$ cat src/rtl/fpoll_pkg.sv
package fpoll_pkg;

    localparam int unsigned STATUS_W  = 8;
    localparam int unsigned DPOLL_BIT = 7;
    localparam int unsigned TOGG_BIT  = 6;

    typedef enum logic [1:0] {
        ST_IDLE   = 2'd0,
        ST_FIRST  = 2'd1,
        ST_SECOND = 2'd2
    } fp_state_e;

    typedef enum logic {
        MODE_DATA   = 1'b0,
        MODE_TOGGLE = 1'b1
    } fp_mode_e;

    typedef enum logic [1:0] {
        EV_NEXT   = 2'd0,
        EV_FINISH = 2'd1,
        EV_FAIL   = 2'd2
    } fp_event_e;

    typedef struct packed {
        fp_mode_e mode;
        logic     exp_b7;
    } fp_cfg_t;

    // bit 7 back at its true value
    function automatic logic dpoll_hit(input logic rd_b7, input logic exp_b7);
        return rd_b7 == exp_b7;
    endfunction

    // bit 6 held still across a read pair
    function automatic logic toggle_still(input logic first_b6, input logic second_b6);
        return first_b6 == second_b6;
    endfunction

endpackage

$ cat src/rtl/fpoll_rd.sv
module fpoll_rd #(
    parameter int unsigned AW = 16
) (
    input  logic                           want,
    input  logic [AW-1:0]                  addr_in,
    input  logic                           bus_rd_ready,
    input  logic [fpoll_pkg::STATUS_W-1:0] bus_rd_data,
    output logic                           bus_rd_req,
    output logic [AW-1:0]                  bus_addr,
    output logic                           fire,
    output logic [fpoll_pkg::STATUS_W-1:0] rd_byte
);
    // request is a level held by the sequencer; the read ends on a ready edge
    assign bus_rd_req = want;
    assign bus_addr   = addr_in;
    assign fire       = want & bus_rd_ready;
    assign rd_byte    = bus_rd_data;
endmodule

$ cat src/rtl/fpoll_cnt.sv
module fpoll_cnt #(
    parameter int unsigned CW = 16
) (
    input  logic          clk,
    input  logic          rst,
    input  logic          clr,
    input  logic          inc,
    input  logic [CW-1:0] limit,
    output logic          last
);
    localparam int unsigned XW = CW + 1;

    logic [CW-1:0] cnt_q;
    logic [XW-1:0] cnt_nxt;

    // the failure being counted now is the one that reaches the limit
    assign cnt_nxt = {1'b0, cnt_q} + XW'(1);
    assign last    = cnt_nxt >= {1'b0, limit};

    always_ff @(posedge clk) begin
        if (rst || clr) begin
            cnt_q <= '0;
        end else if (inc) begin
            cnt_q <= cnt_nxt[CW-1:0];
        end
    end
endmodule

$ cat src/rtl/fpoll_judge.sv
module fpoll_judge
    import fpoll_pkg::*;
(
    input  fp_state_e state,
    input  fp_mode_e  mode,
    input  logic      exp_b7,
    input  logic      rd_b7,
    input  logic      rd_b6,
    input  logic      held_b6,
    output fp_event_e ev
);
    always_comb begin
        ev = EV_NEXT;
        unique case (state)
            ST_FIRST: begin
                if (mode == MODE_DATA) begin
                    ev = dpoll_hit(rd_b7, exp_b7) ? EV_NEXT : EV_FAIL;
                end else begin
                    ev = EV_NEXT;
                end
            end
            ST_SECOND: begin
                if (mode == MODE_DATA) begin
                    ev = EV_FINISH;
                end else begin
                    ev = toggle_still(held_b6, rd_b6) ? EV_FINISH : EV_FAIL;
                end
            end
            default: ev = EV_NEXT;
        endcase
    end
endmodule

$ cat src/rtl/fpoll_ctrl.sv
module fpoll_ctrl
    import fpoll_pkg::*;
#(
    parameter int unsigned AW = 16,
    parameter int unsigned CW = 16
) (
    input  logic                clk,
    input  logic                rst,
    input  logic                start,
    input  logic                mode,
    input  logic [AW-1:0]       poll_addr,
    input  logic                expect_b7,
    input  logic [CW-1:0]       poll_limit,
    output logic [AW-1:0]       bus_addr,
    output logic                bus_rd_req,
    input  logic                bus_rd_ready,
    input  logic [STATUS_W-1:0] bus_rd_data,
    output logic                busy,
    output logic                done,
    output logic                timeout_err,
    output logic [STATUS_W-1:0] final_data
);
    fp_state_e           state_q;
    fp_cfg_t             cfg_q;
    logic [AW-1:0]       addr_q;
    logic [CW-1:0]       limit_q;
    logic                held_b6_q;

    logic                want;
    logic                fire;
    logic [STATUS_W-1:0] rd_byte;
    fp_event_e           ev;
    logic                cnt_last;
    logic                accept;

    assign want   = (state_q != ST_IDLE);
    assign busy   = want;
    assign accept = (state_q == ST_IDLE) && start;

    fpoll_rd #(.AW(AW)) u_rd (
        .want         (want),
        .addr_in      (addr_q),
        .bus_rd_ready (bus_rd_ready),
        .bus_rd_data  (bus_rd_data),
        .bus_rd_req   (bus_rd_req),
        .bus_addr     (bus_addr),
        .fire         (fire),
        .rd_byte      (rd_byte)
    );

    fpoll_judge u_judge (
        .state   (state_q),
        .mode    (cfg_q.mode),
        .exp_b7  (cfg_q.exp_b7),
        .rd_b7   (rd_byte[DPOLL_BIT]),
        .rd_b6   (rd_byte[TOGG_BIT]),
        .held_b6 (held_b6_q),
        .ev      (ev)
    );

    fpoll_cnt #(.CW(CW)) u_cnt (
        .clk   (clk),
        .rst   (rst),
        .clr   (accept),
        .inc   (fire && (ev == EV_FAIL)),
        .limit (limit_q),
        .last  (cnt_last)
    );

    always_ff @(posedge clk) begin
        if (rst) begin
            state_q     <= ST_IDLE;
            cfg_q       <= '{mode: MODE_DATA, exp_b7: 1'b0};
            addr_q      <= '0;
            limit_q     <= '0;
            held_b6_q   <= 1'b0;
            done        <= 1'b0;
            timeout_err <= 1'b0;
            final_data  <= '0;
        end else begin
            done        <= 1'b0;
            timeout_err <= 1'b0;
            unique case (state_q)
                ST_IDLE: begin
                    if (start) begin
                        cfg_q   <= '{mode: fp_mode_e'(mode), exp_b7: expect_b7};
                        addr_q  <= poll_addr;
                        limit_q <= poll_limit;
                        state_q <= ST_FIRST;
                    end
                end
                ST_FIRST, ST_SECOND: begin
                    if (fire) begin
                        unique case (ev)
                            EV_NEXT: begin
                                held_b6_q <= rd_byte[TOGG_BIT];
                                state_q   <= ST_SECOND;
                            end
                            EV_FINISH: begin
                                final_data <= rd_byte;
                                done       <= 1'b1;
                                state_q    <= ST_IDLE;
                            end
                            EV_FAIL: begin
                                if (cnt_last) begin
                                    timeout_err <= 1'b1;
                                    state_q     <= ST_IDLE;
                                end else begin
                                    state_q <= ST_FIRST;
                                end
                            end
                            default: state_q <= ST_IDLE;
                        endcase
                    end
                end
                default: state_q <= ST_IDLE;
            endcase
        end
    end
endmodule


$ cat config.mk
export PLATFORM = sky130hd
export DESIGN_NAME = fpoll_ctrl
export DESIGN_NICKNAME = d
export VERILOG_FILES = /design/src/rtl/fpoll_pkg.sv /design/src/rtl/fpoll_rd.sv /design/src/rtl/fpoll_cnt.sv /design/src/rtl/fpoll_judge.sv /design/src/rtl/fpoll_ctrl.sv
export SDC_FILE = /design/constraint.sdc
export NUM_CORES = 1
export LEC_CHECK = 0
export ABC_CLOCK_PERIOD_IN_PS = 4300
export BUFFER_PORTS_ARGS = -buffer_cell sky130_fd_sc_hd__buf_2
export CAP_MARGIN = 20
export CORE_MARGIN = 4
export CORE_UTILIZATION = 59
export DETAILED_ROUTE_END_ITERATION = 8
export PLACE_DENSITY = 0.95
export SLEW_MARGIN = 15
export SYNTH_ARGS = -nofsm -noshare
export SYNTH_HDL_FRONTEND = slang
export SYNTH_HIERARCHICAL = 1
export SYNTH_SLANG_ARGS = --single-unit
$ cat constraint.sdc
create_clock -name clk -period 4.3 [get_ports clk]
set_input_delay 1.075 -clock clk [delete_from_list [all_inputs] [get_ports clk]]
set_output_delay 1.075 -clock clk [all_outputs]
set_load 0.05 [all_outputs]
==> results of run 1 <==
## through the flow
step	total power, mW	instance area, um^2
global placement	0.9241	3525
floorplan	0.8951	3393
global route	1.575	3747
detailed placement	0.9361	3525
CTS	1.515	3747
finish	1.502	3747
## cells by family (layout without fill, tap and decap cells)
| kind of cell | after synthesis | after routing |
|---|---|---|
| buffers and inverters | 72 | 117 |
| XOR/XNOR | 27 | 27 |
| multiplexers | 2 | 2 |
| AO/OA/AOI/OAI | 70 | 70 |
| flip-flops | 63 | 63 |
| adder cells (fa/ha/maj) | 21 | 21 |
| AND/OR/NAND/NOR | 173 | 173 |
## flip-flops by register name, summed over array words and instances (netlist names)
signal and flops:
addr_q 16, limit_q 16, u_cnt/cnt_q 16, final_data 8, cfg_q 2, state_q 2, done 1, held_b6_q 1
timeout_err 1
## critical path, delay by kind of cell (launching register included)
| kind | cells | cell delay [ps] |
|---|---|---|
| adders and majority gates | 1 | 270 |
| xor gates and xnor gates | 1 | 180 |
| DFF | 1 | 520 |
| and+or+nand+nor | 4 | 930 |
| AOI/OAI and AO/OA | 6 | 1360 |
## final cells by class
| type | count | area (um^2) |
|---|---|---|
| Clock buffer | 11 | 141.4 |
| Clock inverter | 5 | 81.33 |
| Fill cell | 442 | 1793 |
| Inverter | 26 | 97.59 |
| Multi-Input combinational cell | 293 | 1695 |
| Sequential cell | 63 | 1261 |
| Tap cell | 72 | 90.09 |
| Timing Repair Buffer | 75 | 380.4 |
## cell usage in the layout (no fill, tap or decap), types with 3 or more instances in the layout
cell	count
xnor2_1	13
ha_1	21
nand4_1	9
a21oi_1	52
a21o_1	3
clkbuf_8	10
and2_1	3
nor4_1	3
o21ai_0	5
nand3_1	10
xor2_1	14
or3_1	3
dfxtp_1	63
buf_2	73
nand2_1	97
nor2_1	29
inv_1	25
o21ai_1	3
## how the worst min path moves through the flow
stage | startpoint | endpoint | depth (start not counted)
3_5_place_dp | addr_q[9]$_SDFFE_PP0P_ | addr_q[9]$_SDFFE_PP0P_ | 2
4_1_cts | addr_q[9]$_SDFFE_PP0P_ | addr_q[9]$_SDFFE_PP0P_ | 2
5_1_grt | addr_q[9]$_SDFFE_PP0P_ | addr_q[9]$_SDFFE_PP0P_ | 2
6_report | addr_q[8]$_SDFFE_PP0P_ | addr_q[8]$_SDFFE_PP0P_ | 2
3_3_place_gp | addr_q[1]$_SDFFE_PP0P_ | addr_q[1]$_SDFFE_PP0P_ | 2
2_1_floorplan | limit_q[10]$_SDFFE_PP0P_ | limit_q[10]$_SDFFE_PP0P_ | 2
## power breakdown
part | switching, mW | total [mW] | internal, mW | leakage [nW]
logic | 0.202 | 0.289 | 0.0869 | 1.02
registers | 0.0187 | 0.637 | 0.618 | 0.513
clock network | 0.233 | 0.576 | 0.342 | 0.110
total | 0.454 | 1.50 | 1.05 | 1.65
## layer usage
layer	vias up	routed length, um	global-route usage [%]
li1	1465	-	-
met4	0	266	10.23
met3	28	396	7.009
met5	-	0	0
met1	1352	2894	22.62
met2	92	3689	35.94
==> results.sh, run 1 <==
export IMPL_status="finished, final reports clean"
export IMPL_cts_root_buf="clkbuf_8"
export IMPL_n_antenna_cell=0
export IMPL_fin_cells=545
export IMPL_ys_async_sr_fraction_pct=0
export IMPL_synthTopCellsByArea="dfxtp_1, nand2_1, ha_1, a21oi_1, buf_4"
export IMPL_grt_pass1_wl_um=12070
export IMPL_hold_class="flop to flop"
export IMPL_vias=2937
export IMPL_worstSetupEndpointType="flop"
export IMPL_cts_sinks=63
export IMPL_critPathArrivalTime_ps=3630
export IMPL_maxSlewHeadroom_pct=62.39
export IMPL_clk_latency_ps=340
export IMPL_synth_top_family_by_area="simple AND/OR/NAND/NOR gates"
export IMPL_synth_edf_count=0
export IMPL_fin_crit_sh_pct=78.02
export IMPL_path_class="flop to flop"
export IMPL_synth_adder_area_share_pct=7.743
export IMPL_synth_flop_cell="dfxtp_1"
export IMPL_rr_startpoint="u_cnt/cnt_q[2]$_SDFFE_PP0P_"
export IMPL_grt_usage_pct=20.80
export IMPL_cts_tree="done"
export IMPL_syn_area_um2=3393
export IMPL_maxCapViolations=0
export IMPL_seq_area_frac_synth_pct=37.17
export IMPL_first_global_vias=2817
export IMPL_synth_most_common_cell="nand2_1"
export IMPL_tns_ps=0
export IMPL_max_freq_mhz=298.1
export IMPL_skew_ps=9.957
export IMPL_r2r_cells=12
export IMPL_synth_warnings=6
export IMPL_cts_resized=0
export IMPL_regToRegSetupSlack_ps=940
export IMPL_path_clk_slew_ps=70
export IMPL_synth_compound_gate_area_share_pct=11.25
export IMPL_cts_buffers=9
export IMPL_die_height_um=83.84
export IMPL_worst_path_max_fanout=9
export IMPL_reg2reg_to="state_q[0]$_SDFFE_PP0P_"
export IMPL_wl_per_cell_um=13.30
export IMPL_postCtsSetupRepairBufs=0
export IMPL_syn_nets=495
export IMPL_syn_avg_cell_area_um2=7.928
export IMPL_powerDensity_nw_per_um2=400.8
export IMPL_port_buffers=73
export IMPL_finalCriticalPeriod_ps=3355
export IMPL_synth_top_area_cell="dfxtp_1"
export IMPL_drc=0
export IMPL_max_stage_delay_ps=520
export IMPL_ys_top_cells_by_count="nand2_1, dfxtp_1, a21oi_1"
export IMPL_ant_nets=0
export IMPL_grt_max_degree=36
export IMPL_leakagePower_nw=1.646
export IMPL_rsz0062_at_grt="no"
export IMPL_antenna_found_initial=0
export IMPL_place_ws_ps=1015
export IMPL_yosys_area_share_xor_xnor_pct=6.969
export IMPL_worst_setup_path_start_kind="flop"
export IMPL_die_x_um=83.84
export IMPL_ys_seq_elements=63
export IMPL_drv_slew=0
export IMPL_syn2layout_area_growth_pct=10.43
export IMPL_required_ps=4570
export IMPL_rows=27
export IMPL_synthMuxAreaShare_pct=0.5900
export IMPL_grt_overflow=0
export IMPL_setup_viol=0
export IMPL_ios=74
export IMPL_yosysTopAreaCellShare_pct=37.17
export IMPL_place_congestion=0.9224
export IMPL_fin_nets=535
export IMPL_fin_ws_ps=944.9
export IMPL_crit_slowest_cell="dfxtp_1"
export IMPL_dp_cells=529
export IMPL_dpl_hpwl_um=5269
export IMPL_crit_chain="and4_1 > nand4_1 > nor2_1 > xor2_1 > ha_1 > a21o_1 > a21o_1 > a211oi_1 > o211ai_1 > nand4bb_1 > a2111o_1 > a21oi_1"
export IMPL_cp_startpoint="u_cnt/cnt_q[2]$_SDFFE_PP0P_"
export IMPL_drtIter0Drc=171
export IMPL_htreeDepth=3
export IMPL_peakVddDrop_uv=315.6
export IMPL_drive_gt1_share_pct=20.08
export IMPL_worstMarginPinSlew_ps=563.3
export IMPL_endpoint="state_q[0]$_SDFFE_PP0P_"
export IMPL_fp_coreArea_um2=5540
export IMPL_hold_slack_ps=452.1
export IMPL_routed_wl_um=7247
export IMPL_ctsLongestPathBuffers=2
export IMPL_cpMostUsedCell="a21o_1"
export IMPL_viasPerCell=5.389
export IMPL_hold_viol_final=0
export IMPL_synth_simple_area_share_pct=23.41
export IMPL_drt_first_pass_iters=5
export IMPL_syn_inst=428
export IMPL_hold_buffers=0
export IMPL_dieArea_um2=7028
export IMPL_start_util_pct=61.25
export IMPL_ys_types=45
export IMPL_fin_util_pct=67.64
(Power assumes the default switching activity.)
==> run 2: changes to the inputs <==
--- a/config.mk
+++ b/config.mk
@@ -5,13 +5,13 @@
 export SDC_FILE = /design/constraint.sdc
 export NUM_CORES = 1
 export LEC_CHECK = 0
-export ABC_CLOCK_PERIOD_IN_PS = 4300
+export ABC_CLOCK_PERIOD_IN_PS = 2800
 export BUFFER_PORTS_ARGS = -buffer_cell sky130_fd_sc_hd__buf_2
 export CAP_MARGIN = 20
 export CORE_MARGIN = 4
-export CORE_UTILIZATION = 59
+export CORE_UTILIZATION = 49
 export DETAILED_ROUTE_END_ITERATION = 8
-export PLACE_DENSITY = 0.95
+export PLACE_DENSITY = 0.85
 export SLEW_MARGIN = 15
 export SYNTH_ARGS = -nofsm -noshare
 export SYNTH_HDL_FRONTEND = slang
==> constraint.sdc (replaced) <==
create_clock -name clk -period 2.8 [get_ports clk]
set_input_delay 0.7 -clock clk [delete_from_list [all_inputs] [get_ports clk]]
set_output_delay 0.7 -clock clk [all_outputs]
set_load 0.05 [all_outputs]
==> run 2 against run 1 <==
  * The flow now finishes with violations (negative setup slack)
  * Hold slack worse by 0.76 ps
  * Cell area is 6.1% higher
  * Utilization is 8.8 points lower
  * Clock skew is 2.3 ps higher
  * Cell count is 5.9% higher
  * Sequential power is 54% higher
  * Wire length is 5.9% higher
  * First-iteration DRC count is 0.58% lower
  * Global-route usage is 1.8 points lower
  * Via count is 2.3% higher
  * Critical path type unchanged
  * Largest cell class unchanged
  * Largest power group unchanged
==> results.sh, run 2 (synthesized netlist as in run 1, its figures left out) <==
export IMPL_n_antenna_cell=0
export IMPL_grt_usage_pct=19.04
export IMPL_rsz0062_at_grt="yes"
export IMPL_viasPerCell=5.210
export IMPL_die_height_um=91.22
export IMPL_p_seq_share_pct=42.7
export IMPL_drv_slew=0
export IMPL_drt_first_pass_iters=4
export IMPL_routed_wl_um=7675
export IMPL_cts_sinks=63
export IMPL_leakagePower_nw=1.777
export IMPL_worstMarginPinSlew_ps=489.7
export IMPL_syn2layout_area_growth_pct=17.18
export IMPL_hold_class="flop to flop"
export IMPL_ctsLongestPathBuffers=2
export IMPL_finalCriticalPeriod_ps=2813
export IMPL_grt_pass1_wl_um=13010
export IMPL_max_freq_mhz=355.5
export IMPL_cp_startpoint="u_cnt/cnt_q[9]$_SDFFE_PP0P_"
export IMPL_max_stage_delay_ps=380
export IMPL_grt_overflow=0
export IMPL_cts_tree="done"
export IMPL_power_mw=2.289
export IMPL_p_sw_share_pct=29.59
export IMPL_switching_power_mw=0.6771
export IMPL_path_clk_slew_ps=70
export IMPL_peakVddDrop_uv=292.3
export IMPL_setup_viol=1
export IMPL_vias=3006
export IMPL_place_ws_ps=-130.3
export IMPL_rr_startpoint="u_cnt/cnt_q[9]$_SDFFE_PP0P_"
export IMPL_critPathArrivalTime_ps=3080
export IMPL_die_x_um=91.22
export IMPL_cts_root_buf="clkbuf_8"
export IMPL_layout_common_cells="nand2_1, buf_2, dfxtp_1"
export IMPL_first_global_vias=2973
export IMPL_worst_path_max_fanout=3
export IMPL_fin_nets=560
export IMPL_status="complete, but fails checks"
export IMPL_required_ps=3070
export IMPL_hold_viol_final=0
export IMPL_rows=30
export IMPL_drive_gt1_share_pct=26.56
export IMPL_drc=0
export IMPL_htreeDepth=3
export IMPL_worstSetupEndpointType="flop"
export IMPL_hold_slack_ps=451.3
export IMPL_crit_chain="and4_4 > nand4_1 > buf_4 > nor2_1 > xor2_1 > ha_1 > nand4_1 > nor2_1 > a21oi_1 > o211ai_1 > nand4bb_1 > a2111o_1 > a21oi_2"
export IMPL_drtIter0Drc=170
export IMPL_endpoint="state_q[0]$_SDFFE_PP0P_"
export IMPL_fin_ws_ps=-12.77
export IMPL_worst_setup_path_start_kind="flop"
export IMPL_mostFrequentLayoutCell="nand2_1"
export IMPL_maxSlewHeadroom_pct=67.36
export IMPL_start_util_pct=50.22
export IMPL_ant_nets=0
export IMPL_port_buffers=73
export IMPL_wl_per_cell_um=13.30
export IMPL_p_clk_share_pct=37.2
export IMPL_antenna_found_initial=0
export IMPL_regToRegSetupSlack_ps=-10
export IMPL_top_regs="addr_q: 16 flops, limit_q: 16 flops, u_cnt/cnt_q: 16 flops"
export IMPL_powerDensity_nw_per_um2=575.5
export IMPL_grt_max_degree=48
export IMPL_dieArea_um2=8320
export IMPL_violations="negative setup slack"
export IMPL_r2r_cells=13
export IMPL_dpl_cell_area_um2=3700
export IMPL_maxCapViolations=0
export IMPL_cts_buffers=9
export IMPL_ios=74
export IMPL_path_class="flop to flop"
export IMPL_intPower_mw=1.611
export IMPL_pwr_share_comb_pct=20.1
export IMPL_reg2reg_to="state_q[0]$_SDFFE_PP0P_"
export IMPL_crit_slowest_cell="a2111o_1"
export IMPL_fin_crit_sh_pct=100.5
export IMPL_dpl_hpwl_um=5499
export IMPL_fp_coreArea_um2=6756
export IMPL_hold_buffers=0
export IMPL_fin_area_um2=3976
export IMPL_place_congestion=0.9069
export IMPL_skew_ps=12.21
export IMPL_clk_latency_ps=330
==> run 2: cell count changes in the layout (fill, tap and decap cells not counted), moves of 2 or more <==
| cell | change |
|---|---|
| a21oi_1 | -2 |
| a21oi_2 | +2 |
| dfxtp_1 | -7 |
| dfxtp_2 | +6 |
| buf_4 | +25 |
| and4_4 | +2 |
==> run 2: worst max-delay path: cells and delay by family (launching register included) <==
| kind | cells | cell delay (ps) |
|---|---|---|
| compound gates | 4 | 830 |
| flops | 1 | 340 |
| buf+inv | 1 | 190 |
| fa+ha+maj | 1 | 280 |
| xor+xnor | 1 | 180 |
| simple gates | 6 | 940 |
==> run 2: metal layers <==
metal / vias up / wire length (um) / global-route usage [%]
li1: 1516 / - / -
met1: 1409 / 3379 / 22.82
met2: 75 / 3775 / 32.74
met3: 6 / 451 / 5.220
met4: 0 / 68 / 6.407
met5: - / 0 / 0
==> run 2: what timing repair did <==
action	4_1_cts	5_1_grt
setup endpoints to repair	1	1
pin swaps	6	8
setup buffers	1	2
resized for setup	7	10
==> run 2: area by class of cell <==
| class | count | area (um^2) |
|---|---|---|
| Clock inverter | 4 | 70.07 |
| Multi-Input combinational cell | 293 | 1727 |
| Clock buffer | 11 | 141.4 |
| Timing Repair Buffer | 100 | 568.0 |
| Fill cell | 622 | 2780 |
| Tap cell | 80 | 100.1 |
| Sequential cell | 63 | 1272 |
| Inverter | 26 | 97.59 |
==> run 2: power groups by stage <==
| stage | combinational [mW] | clock [mW] | sequential (mW) |
|---|---|---|---|
| 2_1_floorplan | 0.382 | 0 | 0.993 |
| 3_3_place_gp | 0.441 | 0 | 0.997 |
| 3_5_place_dp | 0.452 | 0 | 0.999 |
| 4_1_cts | 0.457 | 0.871 | 0.979 |
| 5_1_grt | 0.509 | 0.915 | 0.986 |
| 6_report | 0.460 | 0.851 | 0.978 |
==> run 2: how the worst min path moves through the flow <==
stage | startpoint | to | slack [ps] | cells after the start
finish | addr_q[8]$_SDFFE_PP0P_ | addr_q[8]$_SDFFE_PP0P_ | 450 | 2
global route | final_data[6]$_SDFFE_PP0P_ | final_data[6]$_SDFFE_PP0P_ | 470 | 2
CTS | addr_q[5]$_SDFFE_PP0P_ | addr_q[5]$_SDFFE_PP0P_ | 450 | 2
detailed placement | addr_q[5]$_SDFFE_PP0P_ | addr_q[5]$_SDFFE_PP0P_ | 440 | 2
global placement | final_data[3]$_SDFFE_PP0P_ | final_data[3]$_SDFFE_PP0P_ | 440 | 2
floorplan | limit_q[10]$_SDFFE_PP0P_ | limit_q[10]$_SDFFE_PP0P_ | 440 | 2
==> run 2: through the flow <==
step	std cells	setup TNS (ps)	utilization (%)
after floorplan	428	0	-
after global placement	559	-70.52	54.76
after detailed placement	559	-130.3	54.76
after CTS	575	0	58.22
after global routing	577	-150.0	58.85
final	577	-12.77	58.85
